<file path="src/rtl/dma_chan_engine.sv">
module dma_chan_engine #(
  parameter int AW = 32,
  parameter int DW = 32,
  parameter int CW = 16
) (
  input  logic          clk,
  input  logic          rst_n,
  input  logic          reg_we,
  input  logic [5:0]    reg_addr,
  input  logic [31:0]   reg_wdata,
  output logic [31:0]   reg_rdata,
  output logic          mem_req,
  output logic          mem_we,
  output logic [AW-1:0] mem_addr,
  output logic [1:0]    mem_size,
  output logic [DW-1:0] mem_wdata,
  input  logic          mem_gnt,
  input  logic [DW-1:0] mem_rdata,
  input  logic          mem_err,
  output logic          irq
);
  localparam logic [3:0] BT16 = 4'hF, BT8 = 4'hD, BT4 = 4'hB;
  localparam logic [2:0] ST_DONE = 3'd1, ST_ERR = 3'd2;
  localparam logic [5:0] A_GLB = 6'h00, A_CTL = 6'h10, A_CFG = 6'h14,
                         A_SA = 6'h18, A_DA = 6'h1C;

  typedef enum logic [1:0] {S_IDLE, S_RD, S_WR, S_HOLD} state_t;
  state_t state;

  logic          gen_q, pause_q, trig_q;
  logic [4:0]    src_q;
  logic [3:0]    bt_q, beat_q;
  logic [CW-1:0] cnt_q;
  logic [1:0]    hi_q, mode_q, wc_q;
  logic          fs_q, fd_q, ei_q, ci_q;
  logic [2:0]    misc_q, stat_q;
  logic [15:0]   lo_q;
  logic [AW-1:0] sa_q, da_q;
  logic [DW-1:0] buf_q;

  function automatic logic [3:0] last_idx(input logic [3:0] bt);
    case (bt)
      BT16:    return 4'd15;
      BT8:     return 4'd7;
      default: return 4'd3;
    endcase
  endfunction

  logic wr_glb, wr_ctl, wr_cfg, wr_sa, wr_da;
  assign wr_glb = reg_we && reg_addr == A_GLB;
  assign wr_ctl = reg_we && reg_addr == A_CTL;
  assign wr_cfg = reg_we && reg_addr == A_CFG;
  assign wr_sa  = reg_we && reg_addr == A_SA;
  assign wr_da  = reg_we && reg_addr == A_DA;

  logic busy, start, abort, codes_ok, fault, last_beat, last_all;
  logic [2:0] wbytes;
  assign busy      = state != S_IDLE;
  assign start     = wr_ctl && reg_wdata[31] && !busy && gen_q;
  assign abort     = wr_ctl && !reg_wdata[31] && busy;
  assign codes_ok  = (reg_wdata[23:20] == BT16 || reg_wdata[23:20] == BT8 ||
                      reg_wdata[23:20] == BT4) && wc_q != 2'd3;
  assign fault     = mem_req && mem_gnt && mem_err;
  assign last_beat = beat_q == 4'd0;
  assign last_all  = last_beat && cnt_q == '0;
  assign wbytes    = 3'd1 << wc_q;

  assign mem_req   = state == S_RD || state == S_WR;
  assign mem_we    = state == S_WR;
  assign mem_addr  = (state == S_WR) ? da_q : sa_q;
  assign mem_size  = wc_q;
  assign mem_wdata = buf_q;
  assign irq       = (stat_q == ST_DONE && ci_q) || (stat_q == ST_ERR && ei_q);

  always_comb begin
    case (reg_addr)
      A_GLB:   reg_rdata = {gen_q, 31'b0};
      A_CTL:   reg_rdata = {busy, pause_q, trig_q, src_q, bt_q, beat_q, 16'(cnt_q)};
      A_CFG:   reg_rdata = {hi_q, mode_q, wc_q, fs_q, fd_q, misc_q, ei_q, ci_q, stat_q, lo_q};
      A_SA:    reg_rdata = 32'(sa_q);
      A_DA:    reg_rdata = 32'(da_q);
      default: reg_rdata = '0;
    endcase
  end

  always_ff @(posedge clk or negedge rst_n) begin
    if (!rst_n) begin
      state   <= S_IDLE;
      gen_q   <= 1'b0;
      pause_q <= 1'b0;
      trig_q  <= 1'b0;
      src_q   <= '0;
      bt_q    <= '0;
      beat_q  <= '0;
      cnt_q   <= '0;
      hi_q    <= '0;
      mode_q  <= '0;
      wc_q    <= '0;
      fs_q    <= 1'b0;
      fd_q    <= 1'b0;
      misc_q  <= '0;
      ei_q    <= 1'b0;
      ci_q    <= 1'b0;
      stat_q  <= '0;
      lo_q    <= '0;
      sa_q    <= '0;
      da_q    <= '0;
      buf_q   <= '0;
    end else begin
      if (wr_glb) gen_q <= reg_wdata[31];
      if (wr_ctl) begin
        pause_q <= reg_wdata[30];
        if (!busy) begin
          trig_q <= reg_wdata[29];
          src_q  <= reg_wdata[28:24];
          bt_q   <= reg_wdata[23:20];
          cnt_q  <= reg_wdata[CW-1:0];
        end
      end
      if (wr_cfg && !busy) begin
        hi_q   <= reg_wdata[31:30];
        mode_q <= reg_wdata[29:28];
        wc_q   <= reg_wdata[27:26];
        fs_q   <= reg_wdata[25];
        fd_q   <= reg_wdata[24];
        misc_q <= reg_wdata[23:21];
        ei_q   <= reg_wdata[20];
        ci_q   <= reg_wdata[19];
        lo_q   <= reg_wdata[15:0];
        if (reg_wdata[18:16] == 3'd0) stat_q <= 3'd0;
      end
      if (wr_sa && !busy) sa_q <= reg_wdata[AW-1:0];
      if (wr_da && !busy) da_q <= reg_wdata[AW-1:0];

      case (state)
        S_IDLE: begin
          if (start) begin
            if (codes_ok) begin
              stat_q <= 3'd0;
              beat_q <= last_idx(reg_wdata[23:20]);
              state  <= reg_wdata[30] ? S_HOLD : S_RD;
            end else begin
              stat_q <= ST_ERR;
            end
          end
        end
        S_RD: begin
          if (abort) state <= S_IDLE;
          else if (fault) begin
            stat_q <= ST_ERR;
            state  <= S_IDLE;
          end else if (mem_gnt) begin
            buf_q <= mem_rdata;
            state <= S_WR;
          end
        end
        S_WR: begin
          if (abort) state <= S_IDLE;
          else if (fault) begin
            stat_q <= ST_ERR;
            state  <= S_IDLE;
          end else if (mem_gnt) begin
            if (!fs_q) sa_q <= sa_q + AW'(wbytes);
            if (!fd_q) da_q <= da_q + AW'(wbytes);
            if (last_all) begin
              stat_q <= ST_DONE;
              state  <= S_IDLE;
            end else begin
              if (last_beat) begin
                cnt_q  <= cnt_q - 1'b1;
                beat_q <= last_idx(bt_q);
              end else begin
                beat_q <= beat_q - 1'b1;
              end
              state <= pause_q ? S_HOLD : S_RD;
            end
          end
        end
        default: begin
          if (abort) state <= S_IDLE;
          else if (!pause_q) state <= S_RD;
        end
      endcase
    end
  end

  AST_REQ_HELD: assert property (@(posedge clk) disable iff (!rst_n)
    (mem_req && !mem_gnt && !abort) |=> (mem_req && $stable(mem_addr) && $stable(mem_we)));

  AST_FIXED_DST_STILL: assert property (@(posedge clk) disable iff (!rst_n)
    (busy && fd_q) |=> (!busy || da_q == $past(da_q)));

  AST_COUNT_NO_RISE: assert property (@(posedge clk) disable iff (!rst_n)
    (busy && $past(busy)) |-> (cnt_q <= $past(cnt_q)));

  AST_IRQ_CAUSE: assert property (@(posedge clk) disable iff (!rst_n)
    $rose(irq) |-> ($past(busy) || $past(wr_cfg) || $past(wr_ctl)));

  AST_START_GATED: assert property (@(posedge clk) disable iff (!rst_n)
    (!gen_q && !busy) |=> !busy);
endmodule

</file>
<file path="config.mk">
export PLATFORM = sky130hd
export DESIGN_NAME = dma_chan_engine
export DESIGN_NICKNAME = d
export VERILOG_FILES = /design/src/rtl/dma_chan_engine.sv
export SDC_FILE = /design/constraint.sdc
export NUM_CORES = 1
export LEC_CHECK = 0
export ABC_AREA = 1
export BUFFER_PORTS_ARGS = -buffer_cell sky130_fd_sc_hd__buf_2
export CAP_MARGIN = 20
export CORE_ASPECT_RATIO = 1.5
export CORE_MARGIN = 5
export CORE_UTILIZATION = 35
export CTS_CLUSTER_DIAMETER = 60
export CTS_CLUSTER_SIZE = 10
export DETAILED_ROUTE_END_ITERATION = 12
export HOLD_SLACK_MARGIN = 0.06
export PLACE_DENSITY = 0.65
export SLEW_MARGIN = 20
export SYNTH_ARGS = -nofsm -noshare
export SYNTH_HDL_FRONTEND = slang
export SYNTH_SLANG_ARGS = --single-unit
</file>
<file path="constraint.sdc">
create_clock -name clk -period 2.72 [get_ports clk]
set_input_delay 0.272 -clock clk [delete_from_list [all_inputs] [get_ports clk]]
set_output_delay 0.272 -clock clk [all_outputs]
set_load 0.02 [all_outputs]
</file>
---- Yosys cells after proc, flatten, opt, wreduce, memory -nomap -nowiden ----
Cells that the tools add are included.
storage, ports and cells
  register bits ........................... 162
  output and inout port bits .............. 101
  word-level logic and storage cells ...... 145
cells by class
  add/subtract/negate cells ............... 4
  eq/ne operators ......................... 23
  shift-type cells ........................ 1
  mux-type cells .......................... 57
  bitwise gates (word level) .............. 3
  reductions and logical operators ........ 36
operators with widths
  cell                     number
  $mux W32                 13
  $pmux W32 S5             1
  $mux W16                 8
  $add A32 B3 Y32          2
  $mux W2                  14
  $mux W4                  7
  $mux W3                  9
  $eq A6 B5 Y1 const B     4
  $pmux W4 S2              3
  $eq A4 B4 Y1 const B     5
  $logic_and A1 B1 Y1      19
  $logic_not A16 Y1        1
  $sub A16 B1 Y16 const B  1
  $ne A2 B2 Y1 const B     6
  $pmux W3 S3              1
  $reduce_and A7 Y1        1
  $logic_not A6 Y1         1
  $pmux W2 S3              1
  $ne A5 B2 Y1 const B     1
  $reduce_and A5 Y1        1
  $logic_not A4 Y1         1
  $logic_or A1 B1 Y1       4
  $ne A4 B1 Y1 const B     1
  $ne A4 B4 Y1 const B     1
  other kinds (14)         18

---- Longest topological paths before layout ----
Gate-level depths: netlist of run 1.
  word-level depth ........................ 9
  gate-level depth with buffers ........... 17

---- Least setup slack after synthesis of run 1 ----
No wires, ideal clock.
  path kind ............................... flip-flop to output port
  start ................................... register state[0]
  end ..................................... output port mem_addr[11]
  arrival ................................. 1.825 ns
  data required time ...................... 2.448 ns
  path slack .............................. 0.623 ns
  cell stages (with the launch flop) ...... 8
  path buffers ............................ 3
  path through ............................ dfrtp_1 inv_1 ha_1 buf_2 clkbuf_1 clkbuf_1 nand2_1 o21ai_0
between the ends
  longest elaborated chain between the ends .. 2
ends and longest elaborated chain
  item                    line  text
  from (decl)             28    state_t state;
  from (signal assigned)  141   state <= reg_wdata[30] ? S_HOLD : S_RD;
  from (signal assigned)  175   state <= pause_q ? S_HOLD : S_RD;
  $eq A2 B2 Y1            --
  named net mem_we        13    output logic mem_we,
  $mux W32                70    assign mem_addr = (state == S_WR) ? da_q : sa_q;
  to (decl)               14    output logic [AW-1:0] mem_addr,
The timed path passes the listed nets, and every way through them passes these cells.

---- Worst setup path after layout of run 1 ----
  start ................................... register state[0]
  end ..................................... output port mem_addr[1]
between the ends
  longest elaborated chain between the ends .. 2
ends and longest elaborated chain
  item          line
  $eq A2 B2 Y1  70
  $mux W32      70
Every way passes these cells.

==> qor.yml, run 1 <==
hold_path:
  hold_path_depth: 3
  holdPathEnd: "mem_size[0]$_DFFE_PN0N_"
  worstHoldStart: "reg_wdata[26]"
  min-delay-path-class: "input pin to flip-flop"
placed_design:
  gpl.final_weighted_congestion: 1.03
  post-dp-hpwl_um: 34100
  port_buffers: 175
  placed_area_um2: 12200
floorplanning:
  fp.dieW_um: 153
  die_area_um2: 34500
  core_region_area_um2: 30400
  fp.dieH_um: 225
  start_util_pct: 35.6
  std_cell_rows: 78
  io_pins: 176
logic_synthesis:
  yosysTopAreaCell: "sky130_fd_sc_hd__dfrtp_1"
  ys_ff_latch: 162
  gate_count_after_technology_mapping: 1521
  synth_top_area_share_pct: 37.6
  mappedNetlistArea_um2: 10800
  yosysUniqueCellTypes: 45
  synth.yosys.seq_area_share_pct: 37.6
  total_of_warnings_raised_by_yosys: 0
  syn_area_per_cell_um2: 7.10
  synthesis.nets: 1608
  post_synth_main_area_contributors: "sky130_fd_sc_hd__dfrtp_1 38%, sky130_fd_sc_hd__nand2_1 16%, sky130_fd_sc_hd__o21ai_0 7.1%, sky130_fd_sc_hd__inv_1 6.2%, sky130_fd_sc_hd__nor2_1 3.6%"
  synthArstFlopShare_pct: 100
  synth-main-ff-cell: "sky130_fd_sc_hd__dfrtp_1"
  synth_enable_flop_cells: 0
setup_path:
  crit_fanout: 65
  kind_of_cell_with_the_highest_combined_delay_on_the_critical_path: "buffers and inverters"
  critical_path.reg2reg.startpoint: "mem_size[0]$_DFFE_PN0N_"
  cp_slowest_cell: "sky130_fd_sc_hd__dfrtp_1"
  cp-end-kind: "primary output"
  worst-setup-path-type: "flip-flop to primary output"
  r2r_end: "sa_q[14]$_DFF_PN0_"
  path_cells: "inv_1 > ha_2 > buf_12 > nand2_1 > o21ai_0 > buf_2"
  worst-endpoint-required_ps: 2450
  critPathArrivalTime_ps: 2210
  rr_worst_depth: 12
  cp_num_buf_inv: 3
  ff2ff_setup_slack_ps: 370
  critPathLaunchType: "flip-flop"
  critical-path-max-stage-delay_ps: 410
cells_and_area:
  num-fill-cells: 3133
  area_growth_pct: 22.0
  num-nets-final: 1806
  finished_cell_area_um2: 13200
  multi_input_area_um2: 5740
  final-seq-area_um2: 4050
  antenna_cells: 0
  post_route_cells_drive_above_1_share_pct: 18.2
sta:
  timing.clock.skew_ps: 17.9
  fmaxAchievable_mhz: 403
  worst-slew-pin-transition_ps: 697
  timing.setup.tns_ps: 0
  finalSetupViolCount: 0
  hold_violations: 0
  rsz0062_at_grt: "no"
  layout_worst_path_cycle_share_pct: 91.3
  relSlewSlack_pct: 53.2
  fin_crit_ps: 2480
  pins_over_slew_limit: 0
grt:
  number_of_antenna_violations_at_the_first_check_in_global_routing: 1
  first_pass_grt_wire_length_um: 67400
  groute.usage.overall_pct: 25.2
  overflow: 0
  first_global_vias: 11300
  grt_start_max_net_pins: 69
job:
  maxCapViolations: 0
clock_network:
  post_cts_setup_bufs: 0
  htree_num_levels: 4
  cts.sink_count: 162
  clock_insertion_delay_worst_skew_ps: 460
  clock-root-buffer: "sky130_fd_sc_hd__clkbuf_16"
  cts_tree: "built"
  clock_tree.buffer_depth: 2
  cts.clk_slew.worst_paths_ps: 70
  tritoncts.num_buffers: 17
power:
  power_switching_mw: 6.01
  power.static_leakage_nw: 6.39
  power.ir.vdd_worst_mv: 0.591
  internal_mw: 6.76
  power.share.switching_pct: 47.0
  power.share.clock_pct: 19.9
  power.share.combinational_pct: 46.2
  seqPwrFrac_pct: 33.9
  pwr_density_cell_nw_per_um2: 970
drt:
  detail_route.iter0.violations: 1113
  iteration_count_of_the_initial_detailed_routing_pass: 5
  drcViolationCount: 0
  vias: 11600
  final_antenna_net_count: 0
  detail_route.wl_per_cell_um: 20.6
  drt-vias-per-instance: 5.42
  wl_um: 43900
status:
  result_of_the_run: "finished, final reports clean"
[worst reg2reg max path, delay by kind of cell (launching register included)]
| family | cells | cell delay [ps] |
|---|---|---|
| flops | 1 | 510 |
| simple gates | 6 | 920 |
| fa+ha+maj | 2 | 430 |
| compound gates | 2 | 210 |
| buf+inv | 2 | 170 |
[layer usage]
layer  vias up  global-route usage (%)  part of all wire, %  routed length [um]
li1       5391                       -                    -                   -
met1      5464                    30.9                   38               16800
met2       592                    42.0                   48               20900
met3       110                    4.69                  7.8                3430
met4         2                    13.5                  6.1                2680
met5         -                       0                0.025                  11
[power groups by stage]
stage | clock [mW] | sequential [mW] | combinational (mW)
after floorplan | 0 | 4.29 | 3.67
after global placement | 0 | 4.31 | 5.77
after detailed placement | 0 | 4.32 | 5.81
after CTS | 2.60 | 4.29 | 5.86
after global routing | 2.68 | 4.43 | 6.50
final | 2.54 | 4.33 | 5.90
[metrics by stage]
| stage | util (%) | setup slack (ps) | hold slack [ps] | cells | power (mW) |
|---|---|---|---|---|---|
| after floorplan | - | 623 | -23.6 | 1521 | 7.97 |
| after global placement | 40.3 | 472 | 343 | 2066 | 10.1 |
| final | 43.4 | 237 | 98.3 | 2132 | 12.8 |
| after CTS | 43.4 | 254 | 82.1 | 2132 | 12.8 |
| after detailed placement | 40.3 | 391 | 342 | 2066 | 10.1 |
| after global routing | 43.4 | 109 | 103 | 2132 | 13.6 |
[kinds of logic (layout without fill, tap and decap cells)]
kind of cell / count (synthesis) / after routing / synth area share [%]
compound gates: 298 / 298 / 16.2
xor+xnor: 38 / 38 / 3.08
fa+ha+maj: 12 / 12 / 1.39
buf+inv: 251 / 462 / 9.40
flops: 162 / 162 / 37.6
mux: 34 / 34 / 3.52
simple gates: 726 / 726 / 28.8
[placed cells by master (no fill, tap or decap), types with 2 or more instances in the layout]
| cell type | n |
|---|---|
| sky130_fd_sc_hd__a21oi_1 | 26 |
| sky130_fd_sc_hd__a22oi_1 | 20 |
| sky130_fd_sc_hd__a31oi_1 | 7 |
| sky130_fd_sc_hd__buf_12 | 7 |
| sky130_fd_sc_hd__buf_2 | 174 |
| sky130_fd_sc_hd__buf_4 | 26 |
| sky130_fd_sc_hd__bufinv_16 | 2 |
| sky130_fd_sc_hd__clkbuf_16 | 17 |
| sky130_fd_sc_hd__clkbuf_8 | 5 |
| sky130_fd_sc_hd__clkinv_2 | 2 |
| sky130_fd_sc_hd__clkinv_4 | 3 |
| sky130_fd_sc_hd__dfrtp_1 | 162 |
| sky130_fd_sc_hd__dlygate4sd3_1 | 34 |
| sky130_fd_sc_hd__ha_1 | 11 |
| sky130_fd_sc_hd__inv_1 | 179 |
| sky130_fd_sc_hd__inv_2 | 9 |
| sky130_fd_sc_hd__inv_6 | 2 |
| sky130_fd_sc_hd__mux2_2 | 32 |
| sky130_fd_sc_hd__mux2i_1 | 2 |
| sky130_fd_sc_hd__nand2_1 | 455 |
| sky130_fd_sc_hd__nand2_2 | 7 |
| sky130_fd_sc_hd__nand3_1 | 74 |
| sky130_fd_sc_hd__nand3_2 | 7 |
| sky130_fd_sc_hd__nand4_1 | 29 |
| sky130_fd_sc_hd__nand4_2 | 3 |
| sky130_fd_sc_hd__nor2_1 | 103 |
| sky130_fd_sc_hd__nor2_2 | 3 |
| sky130_fd_sc_hd__nor2_4 | 5 |
| sky130_fd_sc_hd__nor3_1 | 32 |
| sky130_fd_sc_hd__o211ai_1 | 30 |
| sky130_fd_sc_hd__o21ai_0 | 154 |
| sky130_fd_sc_hd__o21ai_1 | 24 |
| sky130_fd_sc_hd__o21ai_4 | 3 |
| sky130_fd_sc_hd__o221ai_1 | 17 |
| sky130_fd_sc_hd__o22ai_1 | 12 |
| sky130_fd_sc_hd__xnor2_1 | 7 |
| sky130_fd_sc_hd__xor2_1 | 31 |
[synth_stat cells, drive strengths merged, types with 2 or more instances]
cell and instances:
nand2 463, inv 188, o21ai 181, dfrtp 162, nor2 111, nand3 82
buf 33, nand4 33, nor3 33, mux2 32, xor2 31, clkbuf 30
o211ai 30, a21oi 27, a22oi 20, o221ai 17, ha 12, o22ai 12
a31oi 7, xnor2 7, mux2i 2
[repair_timing]
| action | in CTS | in global routing |
|---|---|---|
| hold buffers | 34 | 0 |
| resized for setup | 0 | 0 |
| hold endpoints to repair | 97 | 0 |
[registers in the layout, indices dropped and copies added (netlist names), 3 cells and up]
name	count
da_q	32
mem_wdata	32
sa_q	32
cnt_q	16
lo_q	16
src_q	5
beat_q	4
bt_q	4
misc_q	3
stat_q	3
[worst max-delay path by stage]
stage                            startpoint  depth (start not counted)            endpoint
detailed placement  mem_size[0]$_DFFE_PN0N_                         14  sa_q[30]$_DFF_PN0_
CTS                    state[0]$_DFFE_PN0P_                          6         mem_addr[1]
global placement    mem_size[0]$_DFFE_PN0N_                         12  sa_q[14]$_DFF_PN0_
global route        mem_size[1]$_DFFE_PN0N_                         15  sa_q[14]$_DFF_PN0_
finish                 state[0]$_DFFE_PN0P_                          6         mem_addr[1]
floorplan              state[0]$_DFFE_PN0P_                          7        mem_addr[11]
[area by class of cell]
cell class                 count  area share (%)
clock buffer                  22            3.75
clock inverter                10           0.921
inverter                     188            5.36
multi-input combinational   1108            43.6
sequential                   162            30.8
tap                          400            3.80
timing repair buffer         242            11.8
No activity file was read; power rests on OpenSTA's default activity.
==> inputs of run 2 (changes only) <==
- CORE_MARGIN: 5 -> unset
==> run 2 against run 1 <==
  * Wire length is 0.49% lower
  * Clock power is 5% higher
  * Setup slack lost 66 ps
  * Final area increased by 0.21%
  * Utilization increased by 0.23 points
  * Largest power group unchanged
  * Critical endpoint is now da_q[24]$_DFF_PN0_
  * Global-route usage rose by 2.8 points
  * Highest routed layer unchanged
  * First-iteration DRC count fell by 26%
  * Power is 0.35% higher
==> qor.yml, run 2 (synthesis results as in run 1) <==
status:
  result_of_the_run: "finished, final reports clean"  # unchanged
clock_network:
  htree_num_levels: 4  # unchanged
  clock-root-buffer: "sky130_fd_sc_hd__clkbuf_16"  # unchanged
  cts_tree: "built"  # unchanged
  clock_insertion_delay_worst_skew_ps: 460  # about the same
  post_cts_setup_bufs: 0  # unchanged
  tritoncts.num_buffers: 17  # unchanged
  cts.clk_slew.worst_paths_ps: 70  # about the same
  clock_tree.buffer_depth: 2  # unchanged
  cts.sink_count: 162  # unchanged
sta:
  layout_worst_path_cycle_share_pct: 93.7  # was 91.3%
  finalSetupViolCount: 0  # unchanged
  hold_violations: 0  # unchanged
  fmaxAchievable_mhz: 392  # was 403 MHz
  fin_crit_ps: 2550  # was 2480 ps
  rsz0062_at_grt: "no"  # unchanged
  worst-slew-pin-transition_ps: 737  # was 697 ps
  relSlewSlack_pct: 50.5  # was 53.2%
  setup_ws_ps: 171  # was 237 ps
  timing.clock.skew_ps: 14.7  # was 17.9 ps
  timing.setup.tns_ps: 0  # unchanged
  pins_over_slew_limit: 0  # unchanged
  post_route_hold_slack_ps: 78.8  # was 98.3 ps
setup_path:
  ff2ff_setup_slack_ps: 170  # was 370 ps
  worstSetupStartpoint: "mem_size[1]$_DFFE_PN0N_"  # was state[0]$_DFFE_PN0P_
  r2r_end: "da_q[24]$_DFF_PN0_"  # was sa_q[14]$_DFF_PN0_
  cp-end-kind: "flip-flop"  # was primary output
  critPathArrivalTime_ps: 2880  # was 2210 ps
  cp_num_buf_inv: 3  # unchanged
  cp_slowest_cell: "sky130_fd_sc_hd__dfrtp_1"  # unchanged
  kind_of_cell_with_the_highest_combined_delay_on_the_critical_path: "simple AND/OR/NAND/NOR gates"  # was buffers and inverters
  path_cells: "inv_2 > nand2_1 > nand2_1 > nand2_1 > inv_1 > ha_1 > inv_1 > nand3_1 > nand3_1 > nor3_2 > nand3_1 > nand3_1 > o21ai_1"  # was inv_1 > ha_2 > buf_12 > nand2_1 > o21ai_0 > buf_2
  crit_path_end: "da_q[24]$_DFF_PN0_"  # was mem_addr[1]
  critical-path-max-stage-delay_ps: 490  # was 410 ps
  critical_path.reg2reg.startpoint: "mem_size[1]$_DFFE_PN0N_"  # was mem_size[0]$_DFFE_PN0N_
  cp_common_cell: "sky130_fd_sc_hd__nand3_1"
  crit_fanout: 7  # was 65
  worst-setup-path-type: "flip-flop to flip-flop"  # was flip-flop to primary output
  rr_worst_depth: 13  # was 12
  cp_num_cells: 13  # was 6
  worst-endpoint-required_ps: 3060  # was 2450 ps
  critPathLaunchType: "flip-flop"  # unchanged
placed_design:
  post-place-ws_ps: 223  # was 391 ps
  gpl.final_weighted_congestion: 0.970  # was 1.03
  placed_area_um2: 12200  # about the same
  port_buffers: 175  # unchanged
  post-dp-hpwl_um: 33900  # was 34,100 um
cells_and_area:
  mostFrequentLayoutCell: "sky130_fd_sc_hd__nand2_1"  # unchanged
  area_growth_pct: 22.3  # was 22.0%
  num-nets-final: 1809  # was 1,806
  post_route_cells_drive_above_1_share_pct: 18.3  # was 18.2%
  multi_input_area_um2: 5740  # about the same
  final_cell_mix: "455 x sky130_fd_sc_hd__nand2_1, 179 x sky130_fd_sc_hd__inv_1, 174 x sky130_fd_sc_hd__buf_2"  # unchanged
  antenna_cells: 0  # unchanged
  finished_cell_area_um2: 13200  # about the same
  num-fill-cells: 3203  # was 3,133
  final-seq-area_um2: 4050  # unchanged
drt:
  vias: 11500  # was 11.6k
  drt-vias-per-instance: 5.39  # was 5.42
  detail_route.iter0.violations: 824  # was 1,113
  wl_um: 43600  # was 43,900 um
  final_antenna_net_count: 0  # unchanged
  detail_route.wl_per_cell_um: 20.5  # was 20.6 um
  drcViolationCount: 0  # unchanged
  iteration_count_of_the_initial_detailed_routing_pass: 5  # unchanged
grt:
  groute.usage.overall_pct: 28.0  # was 25.2%
  first_global_vias: 11300  # about the same
  overflow: 0  # unchanged
  number_of_antenna_violations_at_the_first_check_in_global_routing: 3  # was 1
  first_pass_grt_wire_length_um: 66700  # was 67,400 um
  grt_start_max_net_pins: 60  # was 69
floorplanning:
  fp.dieH_um: 217  # was 225 um
  core_region_area_um2: 30300  # was 30,400 um^2
  start_util_pct: 35.7  # was 35.6%
  fp.dieW_um: 145  # was 153 um
  die_area_um2: 31600  # was 34,500 um^2
  io_pins: 176  # unchanged
  std_cell_rows: 78  # unchanged
hold_path:
  min-delay-path-class: "input pin to flip-flop"  # unchanged
  hold_path_depth: 3  # unchanged
power:
  power.ir.vdd_worst_mv: 0.632  # was 0.591 mV
  power.static_leakage_nw: 6.40  # was 6.39 nW
  pwr_density_cell_nw_per_um2: 971  # was 970 nW/um^2
job:
  maxCapViolations: 0  # unchanged
==> run 2: cell types whose count changed in the layout (fill, tap and decap cells not counted) <==
cell and change:
sky130_fd_sc_hd__buf_12 -1, sky130_fd_sc_hd__clkinv_4 -1, sky130_fd_sc_hd__nor2_1 -1, sky130_fd_sc_hd__bufinv_16 +2, sky130_fd_sc_hd__nor2_2 +1, sky130_fd_sc_hd__clkinv_2 -2, sky130_fd_sc_hd__clkinvlp_4 +2, sky130_fd_sc_hd__clkbuf_8 -3
sky130_fd_sc_hd__buf_4 +4
==> run 2: metal layers <==
layer / global-route usage [%] / part of all wire, % / routed length [um]
met2: 48.5 / 49 / 21400
met4: 14.5 / 5.0 / 2190
met1: 32.9 / 39 / 17000
met5: 0 / 0.027 / 12
met3: 5.35 / 7.1 / 3090
==> run 2: layout make-up <==
cell class | count | area share [%]
clock buffer | 19 | 3.43
clock inverter | 11 | 1.35
inverter | 188 | 5.35
multi-input combinational | 1108 | 43.5
sequential | 162 | 30.7
tap | 400 | 3.79
timing repair buffer | 245 | 11.9
==> run 2: worst min-delay path by stage <==
stage,endpoint,from,slack [ps]
floorplan,beat_q[0]$_DFFE_PN0P_,rst_n,-20
global placement,da_q[13]$_DFF_PN0_,rst_n,290
detailed placement,da_q[8]$_DFF_PN0_,rst_n,300
CTS,mem_size[0]$_DFFE_PN0N_,reg_wdata[26],70
global route,pause_q$_DFFE_PN0N_,reg_we,90
finish,mem_size[0]$_DFFE_PN0N_,reg_wdata[26],80
==> run 2: metrics by stage <==
stage	utilization [%]	power (mW)	std cells
2_1_floorplan	-	7.97	1521
3_5_place_dp	40.4	10.1	2069
3_3_place_gp	40.4	9.99	2069
6_report	43.6	12.8	2133
4_1_cts	43.6	12.8	2133
5_1_grt	43.6	13.6	2133
==> run 2: what timing repair did <==
| action | in CTS | in global routing |
|---|---|---|
| hold buffers | 34 | 0 |
| resized for setup | 0 | 1 |
| endpoints found under the hold margin | 80 | 0 |
| endpoints found under the setup margin | 0 | 1 |
==> run 2: power by group <==
part           switching (mW)  internal, mW
Combinational            3.91          1.96
Clock                    1.08          1.58
Sequential              0.982          3.31
Total                    5.97          6.85
==> run 2: worst register-to-register path: stages (launching register included) <==
cell	delay, ps
sky130_fd_sc_hd__dfrtp_1	490
sky130_fd_sc_hd__inv_2	210
sky130_fd_sc_hd__nand2_1	90
sky130_fd_sc_hd__nand2_1	110
sky130_fd_sc_hd__nand2_1	80
sky130_fd_sc_hd__inv_1	60
sky130_fd_sc_hd__ha_1	140
sky130_fd_sc_hd__inv_1	50
sky130_fd_sc_hd__nand3_1	180
sky130_fd_sc_hd__nand3_1	280
sky130_fd_sc_hd__nor3_2	420
sky130_fd_sc_hd__nand3_1	150
sky130_fd_sc_hd__nand3_1	110
sky130_fd_sc_hd__o21ai_1	70
